File: src/rtl/one_node_pkg.sv
package one_node_pkg;
  typedef enum logic {
    ST_IDLE = 1'b0,
    ST_RUN  = 1'b1
  } seq_state_e;
endpackage

File: src/rtl/node_seq.sv
module node_seq #(
  parameter int N_ATTR = 4,
  localparam int IDX_W = (N_ATTR > 1) ? $clog2(N_ATTR) : 1
) (
  input  logic             clk_i,
  input  logic             rst_ni,
  input  logic             start_i,
  output logic             load_o,
  output logic             acc_en_o,
  output logic             last_o,
  output logic [IDX_W-1:0] idx_o
);
  import one_node_pkg::*;

  localparam logic [IDX_W-1:0] IDX_LAST = IDX_W'(N_ATTR - 1);

  seq_state_e state_q;
  logic [IDX_W-1:0] idx_q;

  assign load_o   = (state_q == ST_IDLE) && start_i;
  assign acc_en_o = (state_q == ST_RUN);
  assign last_o   = acc_en_o && (idx_q == IDX_LAST);
  assign idx_o    = idx_q;

  always_ff @(posedge clk_i or negedge rst_ni) begin
    if (!rst_ni) begin
      state_q <= ST_IDLE;
      idx_q   <= '0;
    end else if (load_o) begin
      state_q <= ST_RUN;
      idx_q   <= '0;
    end else if (acc_en_o) begin
      if (last_o) state_q <= ST_IDLE;
      idx_q <= last_o ? '0 : idx_q + 1'b1;
    end
  end

  AST_IDX_IN_RANGE: assert property (@(posedge clk_i) disable iff (!rst_ni)
    acc_en_o |-> (idx_q <= IDX_LAST));
  AST_RUN_ENDS: assert property (@(posedge clk_i) disable iff (!rst_ni)
    last_o |=> (state_q == ST_IDLE));
endmodule

File: src/rtl/node_mac.sv
module node_mac #(
  parameter int N_ATTR = 4,
  parameter int W      = 16,
  parameter int FRAC   = 5,
  localparam int IDX_W = (N_ATTR > 1) ? $clog2(N_ATTR) : 1,
  localparam int PROD_W = 2 * W,
  localparam int RED_W  = PROD_W - FRAC,
  localparam int SUM_W  = RED_W + $clog2(N_ATTR + 1)
) (
  input  logic                    clk_i,
  input  logic                    rst_ni,
  input  logic                    load_i,
  input  logic                    acc_en_i,
  input  logic [IDX_W-1:0]        idx_i,
  input  logic [N_ATTR*W-1:0]     attr_i,
  input  logic [(N_ATTR+1)*W-1:0] coef_i,
  output logic signed [SUM_W-1:0] acc_nxt_o
);
  logic [N_ATTR*W-1:0] attr_q;
  logic [N_ATTR*W-1:0] wgt_q;
  logic signed [SUM_W-1:0] acc_q;

  logic signed [W-1:0]      a_sel, w_sel;
  logic signed [PROD_W-1:0] prod;
  logic signed [RED_W-1:0]  prod_dn;
  logic signed [W-1:0]      bias;

  assign bias   = $signed(coef_i[N_ATTR*W +: W]);
  assign a_sel  = $signed(attr_q[idx_i*W +: W]);
  assign w_sel  = $signed(wgt_q[idx_i*W +: W]);
  assign prod   = a_sel * w_sel;
  // floor rounding: drop fraction bits of the Q22.10 product
  assign prod_dn = prod[PROD_W-1:FRAC];
  assign acc_nxt_o = acc_q + SUM_W'(prod_dn);

  always_ff @(posedge clk_i or negedge rst_ni) begin
    if (!rst_ni) begin
      attr_q <= '0;
      wgt_q  <= '0;
      acc_q  <= '0;
    end else if (load_i) begin
      attr_q <= attr_i;
      wgt_q  <= coef_i[N_ATTR*W-1:0];
      acc_q  <= SUM_W'(bias);
    end else if (acc_en_i) begin
      acc_q <= acc_nxt_o;
    end
  end

  AST_NO_WRAP_POS: assert property (@(posedge clk_i) disable iff (!rst_ni)
    (acc_en_i && !acc_q[SUM_W-1] && !prod_dn[RED_W-1]) |-> !acc_nxt_o[SUM_W-1]);
  AST_NO_WRAP_NEG: assert property (@(posedge clk_i) disable iff (!rst_ni)
    (acc_en_i && acc_q[SUM_W-1] && prod_dn[RED_W-1]) |-> acc_nxt_o[SUM_W-1]);
  AST_OPERANDS_HELD: assert property (@(posedge clk_i) disable iff (!rst_ni)
    (acc_en_i && !load_i) |=> $stable(attr_q) && $stable(wgt_q));
endmodule

File: src/rtl/err_detect.sv
module err_detect #(
  parameter int W     = 16,
  parameter int SUM_W = 30
) (
  input  logic signed [SUM_W-1:0] sum_dn_i,
  input  logic signed [W-1:0]     bound_i,
  output logic                    go_left_o,
  output logic                    err_o
);
  logic signed [SUM_W-1:0] sum_up;

  assign sum_up    = sum_dn_i + SUM_W'(bound_i);
  assign go_left_o = !sum_dn_i[SUM_W-1];
  assign err_o     = sum_dn_i[SUM_W-1] ^ sum_up[SUM_W-1];
endmodule

File: src/rtl/oblique_node_eval.sv
module oblique_node_eval #(
  parameter int N_ATTR = 4,
  parameter int W      = 16,
  parameter int FRAC   = 5,
  localparam int IDX_W = (N_ATTR > 1) ? $clog2(N_ATTR) : 1,
  localparam int SUM_W = 2 * W - FRAC + $clog2(N_ATTR + 1)
) (
  input  logic                    clk_i,
  input  logic                    rst_ni,
  input  logic                    start_i,
  input  logic [N_ATTR*W-1:0]     attr_i,
  input  logic [(N_ATTR+1)*W-1:0] coef_i,
  input  logic                    bound_load_i,
  input  logic [W-1:0]            bound_i,
  output logic                    done_o,
  output logic                    go_left_o,
  output logic [SUM_W-1:0]        sum_o,
  output logic                    err_o
);
  logic             load, acc_en, last;
  logic [IDX_W-1:0] idx;
  logic signed [SUM_W-1:0] acc_nxt;
  logic [W-1:0] bound_q;
  logic left_c, err_c;
  logic done_q, left_q, err_q;
  logic [SUM_W-1:0] sum_q;

  node_seq #(.N_ATTR(N_ATTR)) u_seq (
    .clk_i(clk_i), .rst_ni(rst_ni), .start_i(start_i),
    .load_o(load), .acc_en_o(acc_en), .last_o(last), .idx_o(idx)
  );

  node_mac #(.N_ATTR(N_ATTR), .W(W), .FRAC(FRAC)) u_mac (
    .clk_i(clk_i), .rst_ni(rst_ni), .load_i(load), .acc_en_i(acc_en),
    .idx_i(idx), .attr_i(attr_i), .coef_i(coef_i), .acc_nxt_o(acc_nxt)
  );

  err_detect #(.W(W), .SUM_W(SUM_W)) u_err (
    .sum_dn_i(acc_nxt), .bound_i($signed(bound_q)),
    .go_left_o(left_c), .err_o(err_c)
  );

  always_ff @(posedge clk_i or negedge rst_ni) begin
    if (!rst_ni) bound_q <= W'(N_ATTR);
    else if (bound_load_i) bound_q <= bound_i;
  end

  always_ff @(posedge clk_i or negedge rst_ni) begin
    if (!rst_ni) begin
      done_q <= 1'b0;
      left_q <= 1'b0;
      err_q  <= 1'b0;
      sum_q  <= '0;
    end else begin
      done_q <= last;
      if (last) begin
        sum_q  <= acc_nxt;
        left_q <= left_c;
        err_q  <= err_c;
      end
    end
  end

  assign done_o    = done_q;
  assign go_left_o = left_q;
  assign sum_o     = sum_q;
  assign err_o     = err_q;

  AST_DONE_PULSE: assert property (@(posedge clk_i) disable iff (!rst_ni)
    done_o |=> !done_o);
  AST_RESULT_HOLD: assert property (@(posedge clk_i) disable iff (!rst_ni)
    !last |=> $stable(sum_o) && $stable(err_o) && $stable(go_left_o));
  AST_LEFT_SIGN: assert property (@(posedge clk_i) disable iff (!rst_ni)
    done_o |-> (go_left_o != sum_o[SUM_W-1]));
  AST_FLAG_NEG_ONLY: assert property (@(posedge clk_i) disable iff (!rst_ni)
    (done_o && err_o && !bound_q[W-1]) |-> sum_o[SUM_W-1]);
  AST_BOUND_HOLD: assert property (@(posedge clk_i) disable iff (!rst_ni)
    !bound_load_i |=> $stable(bound_q));
  AST_DONE_AFTER_RUN: assert property (@(posedge clk_i) disable iff (!rst_ni)
    done_o |-> $past(acc_en));
endmodule

File: config.mk
export PLATFORM = sky130hd
export DESIGN_NAME = oblique_node_eval
export DESIGN_NICKNAME = d
export VERILOG_FILES = /design/src/rtl/one_node_pkg.sv /design/src/rtl/node_seq.sv /design/src/rtl/node_mac.sv /design/src/rtl/err_detect.sv /design/src/rtl/oblique_node_eval.sv
export SDC_FILE = /design/constraint.sdc
export NUM_CORES = 1
export LEC_CHECK = 0
export BUFFER_PORTS_ARGS = -buffer_cell sky130_fd_sc_hd__buf_2
export CAP_MARGIN = 20
export CORE_MARGIN = 5
export CORE_UTILIZATION = 25
export DETAILED_ROUTE_END_ITERATION = 10
export SETUP_SLACK_MARGIN = 0.1
export SYNTH_ARGS = -nofsm -noshare
export SYNTH_HDL_FRONTEND = slang
export SYNTH_SLANG_ARGS = --single-unit
File: constraint.sdc
create_clock -name clk_i -period 16.72 [get_ports clk_i]
set_input_delay 5.016 -clock clk_i [delete_from_list [all_inputs] [get_ports clk_i]]
set_output_delay 5.016 -clock clk_i [all_outputs]
set_load 0.01 [all_outputs]
# ---- After elaboration in Yosys (flattened, before gate mapping)
# Cells that the tools add are included.
dict set report classes {
  n_addsub 3
  multipliers 1
  n_eq_ne 1
  shifts 2
  mux 8
  n_bitwise 2
  n_reduce_logical 4
}
# cell n
set ops {}
lappend ops {{variable part select 64 x 7 -> 16 bit} 2}
lappend ops {{2-to-1 mux 30 bit} 2}
lappend ops {{multiplier 16 x 16 -> 32 bit} 1}
lappend ops {{adder 30 x 16 -> 30 bit} 1}
lappend ops {{adder 30 x 27 -> 30 bit} 1}
lappend ops {{2-to-1 mux 2 bit} 3}
lappend ops {{2-to-1 mux 1 bit} 3}
lappend ops {{adder 2 x 1 -> 2 bit (second input constant)} 1}
lappend ops {{== test 2 bit (second input constant)} 1}
lappend ops {{logical AND 1 bit} 2}
lappend ops {{nonzero test 2 bit} 1}
lappend ops {{zero test 1 bit} 1}
lappend ops {{inverter 1 bit} 1}
lappend ops {{bitwise XOR 1 bit} 1}
dict set report totals {
  reg_bits 210
  wordCells 31
}

# ---- Logic depth before layout (Yosys ltp)
dict set report logic_depth {
  word_depth 5
  ltp_mapped 47
  depth_no_buf 43
}

# ---- Modules after synthesis
# Synthesis repeated with hierarchy kept, for this count alone.
dict set report hier_totals {
  hier_cells 1954
  hier_area_um2 20784.9
}
# mod n_inst cells_each area_per_inst_um2 seq_area_each_um2
set modules_own_cells {}
lappend modules_own_cells {node_mac 1 1765 17999.8 3953.8}
lappend modules_own_cells {oblique_node_eval 1 103 2020.7 1227.4}
lappend modules_own_cells {err_detect 1 74 624.3 0.0}
lappend modules_own_cells {node_seq 1 12 140.1 75.1}

# ---- Worst setup path before layout
# No wires, ideal clock.
dict set report synth_path {
  path_kind {register to register}
  from {reg u_seq.idx_q[0] (netlist: u_seq.idx_o[0])}
  to {reg err_q (netlist: err_o)}
  setup_ns 0.127
  arrival_ns 9.617
  t_required_ns 16.593
  setup_slack_ns 6.977
  stages_incl_launch_ff 45
  path_buffers 5
  path_cell_list {dfrtp_1 > buf_6 > buf_2 > buf_2 > buf_1 > mux2i_1 > nand2_1 > o21a_1 > clkbuf_1 > nand2_1 > fa_1 > inv_1 > fa_1 > inv_1 > fa_1 > inv_1 > fa_1 > fa_1 > [... 9 more ...] > o31ai_1 > xor2_1 > ha_1 > a21oi_1 > o21ai_1 > a211o_1 > o221ai_1 > a21boi_1 > xnor2_1 > inv_1 > ha_1 > a21o_1 > a21o_1 > a21oi_1 > a21oi_1 > a311o_1 > o21ai_0 > nand3b_1}
}
dict set report synth_between {
  elab_chain_cells 5
  word_cells_on_any_way 8
  classes_between {2 x add/sub; 1 x mul; 1 x eq/ne; 2 x shift; 1 x bitwise; 1 x reduce/logical}
}
# item line
set synth_lines {}
lappend synth_lines {{start, declared} node_seq.sv:18} ;# logic [IDX_W-1:0] idx_q;
lappend synth_lines {{start signal, assigned} node_seq.sv:34} ;# idx_q <= last_o ? '0 : idx_q + 1'b1;
lappend synth_lines {{variable part select 64 x 7 -> 16 bit, on equally long branches} {node_mac.sv:29, node_mac.sv:30}}
lappend synth_lines {{multiplier 16 x 16 -> 32 bit *} node_mac.sv:31} ;# assign prod = a_sel * w_sel;
lappend synth_lines {{adder 30 x 27 -> 30 bit *} node_mac.sv:34} ;# assign acc_nxt_o = acc_q + SUM_W'(prod_dn);
lappend synth_lines {{named net acc_nxt[26]} oblique_node_eval.sv:22} ;# logic signed [SUM_W-1:0] acc_nxt;
lappend synth_lines {{adder 30 x 16 -> 30 bit *} err_detect.sv:12} ;# assign sum_up = sum_dn_i + SUM_W'(bound_i);
lappend synth_lines {{bitwise XOR 1 bit *} err_detect.sv:14} ;# assign err_o = sum_dn_i[SUM_W-1] ^ sum_up[SUM_W-1];
lappend synth_lines {{end signal, assigned} oblique_node_eval.sv:59} ;# err_q <= err_c;
lappend synth_lines {{end, declared} oblique_node_eval.sv:25} ;# logic done_q, left_q, err_q;
# The timed path passes the listed nets; every way through them passes the cells marked *.
# A chain may end at the register's enable or synchronous reset.

# ---- Worst setup path in the final report
# Same ends and word-level chain as after synthesis.

==> run metrics <==
Rel. slew slack 0.369; Ys Warns 0; Mapped Area 0.0207 mm^2; Max Freq 91.3 MHz; share of cells above drive strength 1 0.207; io pins 197; GRT Overall Usage 0.118; worst slew pin tran 0.947 ns; largest family of logic cells by synthesized area adder cells; Fill cells 8535; final net count 2749; setup TNS 0 ns; CP Capture Type flop; number of setup buffers added after CTS 0; Layout area overhead 14.3%; post-cts sizing count 0; Setup CP Type reg -> reg; DRT Pass-1 Iters 5; Layout Skew 0.0309 ns; # H-tree levels 1; Crit path top cell by count fa_1; Die W 298 um; initial antenna violation count 7; number of synthesized flops with an enable pin 0; clk buf depth 3; most frequent cells in the layout inv_1, fa_1, dfrtp_1; RSZ-0062 raised after global routing no; Synth Area in Adders 0.337; Root Buffer clkbuf_16; synthesized flop and latch total 210; CTS tree done; crit path time final 10.96 ns; drt wl/cell 16.3 um; maxcap violations 0; XOR/XNOR Fraction of Synth Area 0.0260; Clock Sinks 210; placeable core area 0.0821 mm^2; crit path max fanout 31; vias in the first global route 15500; count of final setup violators 0; initial core utilization 0.252; # hold bufs at CTS 0; CTS buffer count 24; DR iter-0 viols 770; Buf/Inv on CP 6; Core Rows 105; critical path launch point type flop; Async S/R FF share, synth 1.00; Critical Path AT 11.36 ns; Clk pin slew, worst setup/hold paths 0.06 ns; Synth Area in Simple Gates 0.0957; Post-DP HPWL 43000 um; drt via density 4.45; endpoints failing hold 0; period utilisation layout 0.655; syn avg cell area 10.3 um^2; CP delay by family, top compound AO/OA/AOI/OAI gates; Worst EP required 17.13 ns; largest net degree at the start of global routing 84; Final Wtd Congestion 0.834; top_reg_cell synth dfrtp_1; Netlist cell types 67; Via Count 14600; IO buf count 196; commonest non-fill, non-tap cell in the layout inv_1; min-delay worst type reg -> reg; final wirelength 53500 um; register area share after synthesis 0.254; Die Footprint 0.0887 mm^2; post-synthesis mux area share 0.128; Synth Instances 2020; status complete, no violations; Routed Antenna Nets 0; syn_nets 2584; Largest stage delay, worst path 0.80 ns; fin. max-slew vios 0; remaining global-route overflow 0; first-pass GRT wire length 84200 um; clock insertion delay at the later pin of the skew report 0.55 ns; slowest CP cell dfrtp_2; DIE HEIGHT 298 um; DRC viols 0; Compound-Gate Fraction of Synth Area 0.0839
## worst reg2reg max path, delay by kind of cell (launching register included)
kind	cells	cell delay, ns
compound gates	17	3.97
fa+ha+maj	9	3.90
buf+inv	6	0.86
flops	1	0.80
xor+xnor	2	0.51
mux	1	0.44
simple gates	3	0.33
## cell families after synthesis
group	Yosys count
xor+xnor	59
buf+inv	418
fa+ha+maj	400
flops	210
compound gates	270
simple gates	442
mux	221
## state kept, by name, summed over array words and instances (netlist names)
register        count
u_mac.attr_q       64
u_mac.wgt_q        64
sum_o              30
u_mac.acc_q        30
bound_q            16
u_seq.idx_o         2
done_o              1
err_o               1
go_left_o           1
u_seq.acc_en_o      1
## cell usage after synthesis (19+ instances only)
cell type	number	area share
o21ai_0	50	0.012
a21o_1	35	0.013
mux2_2	174	0.095
o21a_1	19	0.0069
nor2_1	117	0.021
mux2i_1	30	0.015
xnor2_1	40	0.017
fa_1	262	0.25
dfrtp_1	209	0.25
clkbuf_1	56	0.010
nand2_1	194	0.035
and2_1	55	0.017
nor2b_1	21	0.0063
ha_1	138	0.083
inv_1	345	0.063
a21oi_1	65	0.016
o21ai_1	34	0.0082
## area by class of cell
type / count / area [um^2] / area share
multi-input cells: 1392 / 13900 / 0.586
clock buffers: 33 / 644 / 0.0272
clock inverters: 10 / 143 / 0.00603
inverters: 347 / 1300 / 0.0550
repair buffers: 210 / 1100 / 0.0463
well taps: 1070 / 1340 / 0.0566
flip-flops and latches: 210 / 5260 / 0.222
diodes: 4 / 10.0 / 0.000423
## through the flow
step                      setup WS, ns  instance area (um^2)  utilization  instances  hold slack [ns]
after CTS                         5.69                 23700        0.288       3272            0.485
after floorplan                   6.98                 20700            -       2020            0.475
after detailed placement          5.73                 22900        0.279       3229            0.469
after global placement            5.89                 22900        0.279       3229            0.459
final                             5.76                 23700        0.288       3276            0.479
after global routing              4.98                 23700        0.288       3276            0.504
## path summary, 6_finish.rpt
path                            cells past startpoint                        from  slack, ns                      endpoint
min in group asynchronous                           1                      rst_ni       4.49   u_mac.wgt_q[10]$_DFFE_PN0P_
worst max register to register                     38  u_seq.idx_o[0]$_DFFE_PN0P_       5.76             err_o$_DFFE_PN0P_
max in group asynchronous                           2                      rst_ni      10.88  u_mac.attr_q[41]$_DFFE_PN0P_
worst min-delay path                                2       sum_o[13]$_DFFE_PN0P_       0.48         sum_o[13]$_DFFE_PN0P_
worst max-delay path                               38  u_seq.idx_o[0]$_DFFE_PN0P_       5.76             err_o$_DFFE_PN0P_
worst min register to register                      2       sum_o[13]$_DFFE_PN0P_       0.48         sum_o[13]$_DFFE_PN0P_
## per-layer routing
layer / up-vias / part of all wire / track usage
met5: - / 0.00022 / 0
met4: 2 / 0.029 / 0.0382
met3: 79 / 0.030 / 0.0116
met2: 243 / 0.56 / 0.227
met1: 7418 / 0.38 / 0.136
li1: 6833 / - / -
Power is left out: the tool's default activity adds up to more than one toggle a clock period on the data nets, which glitch-free logic cannot reach.
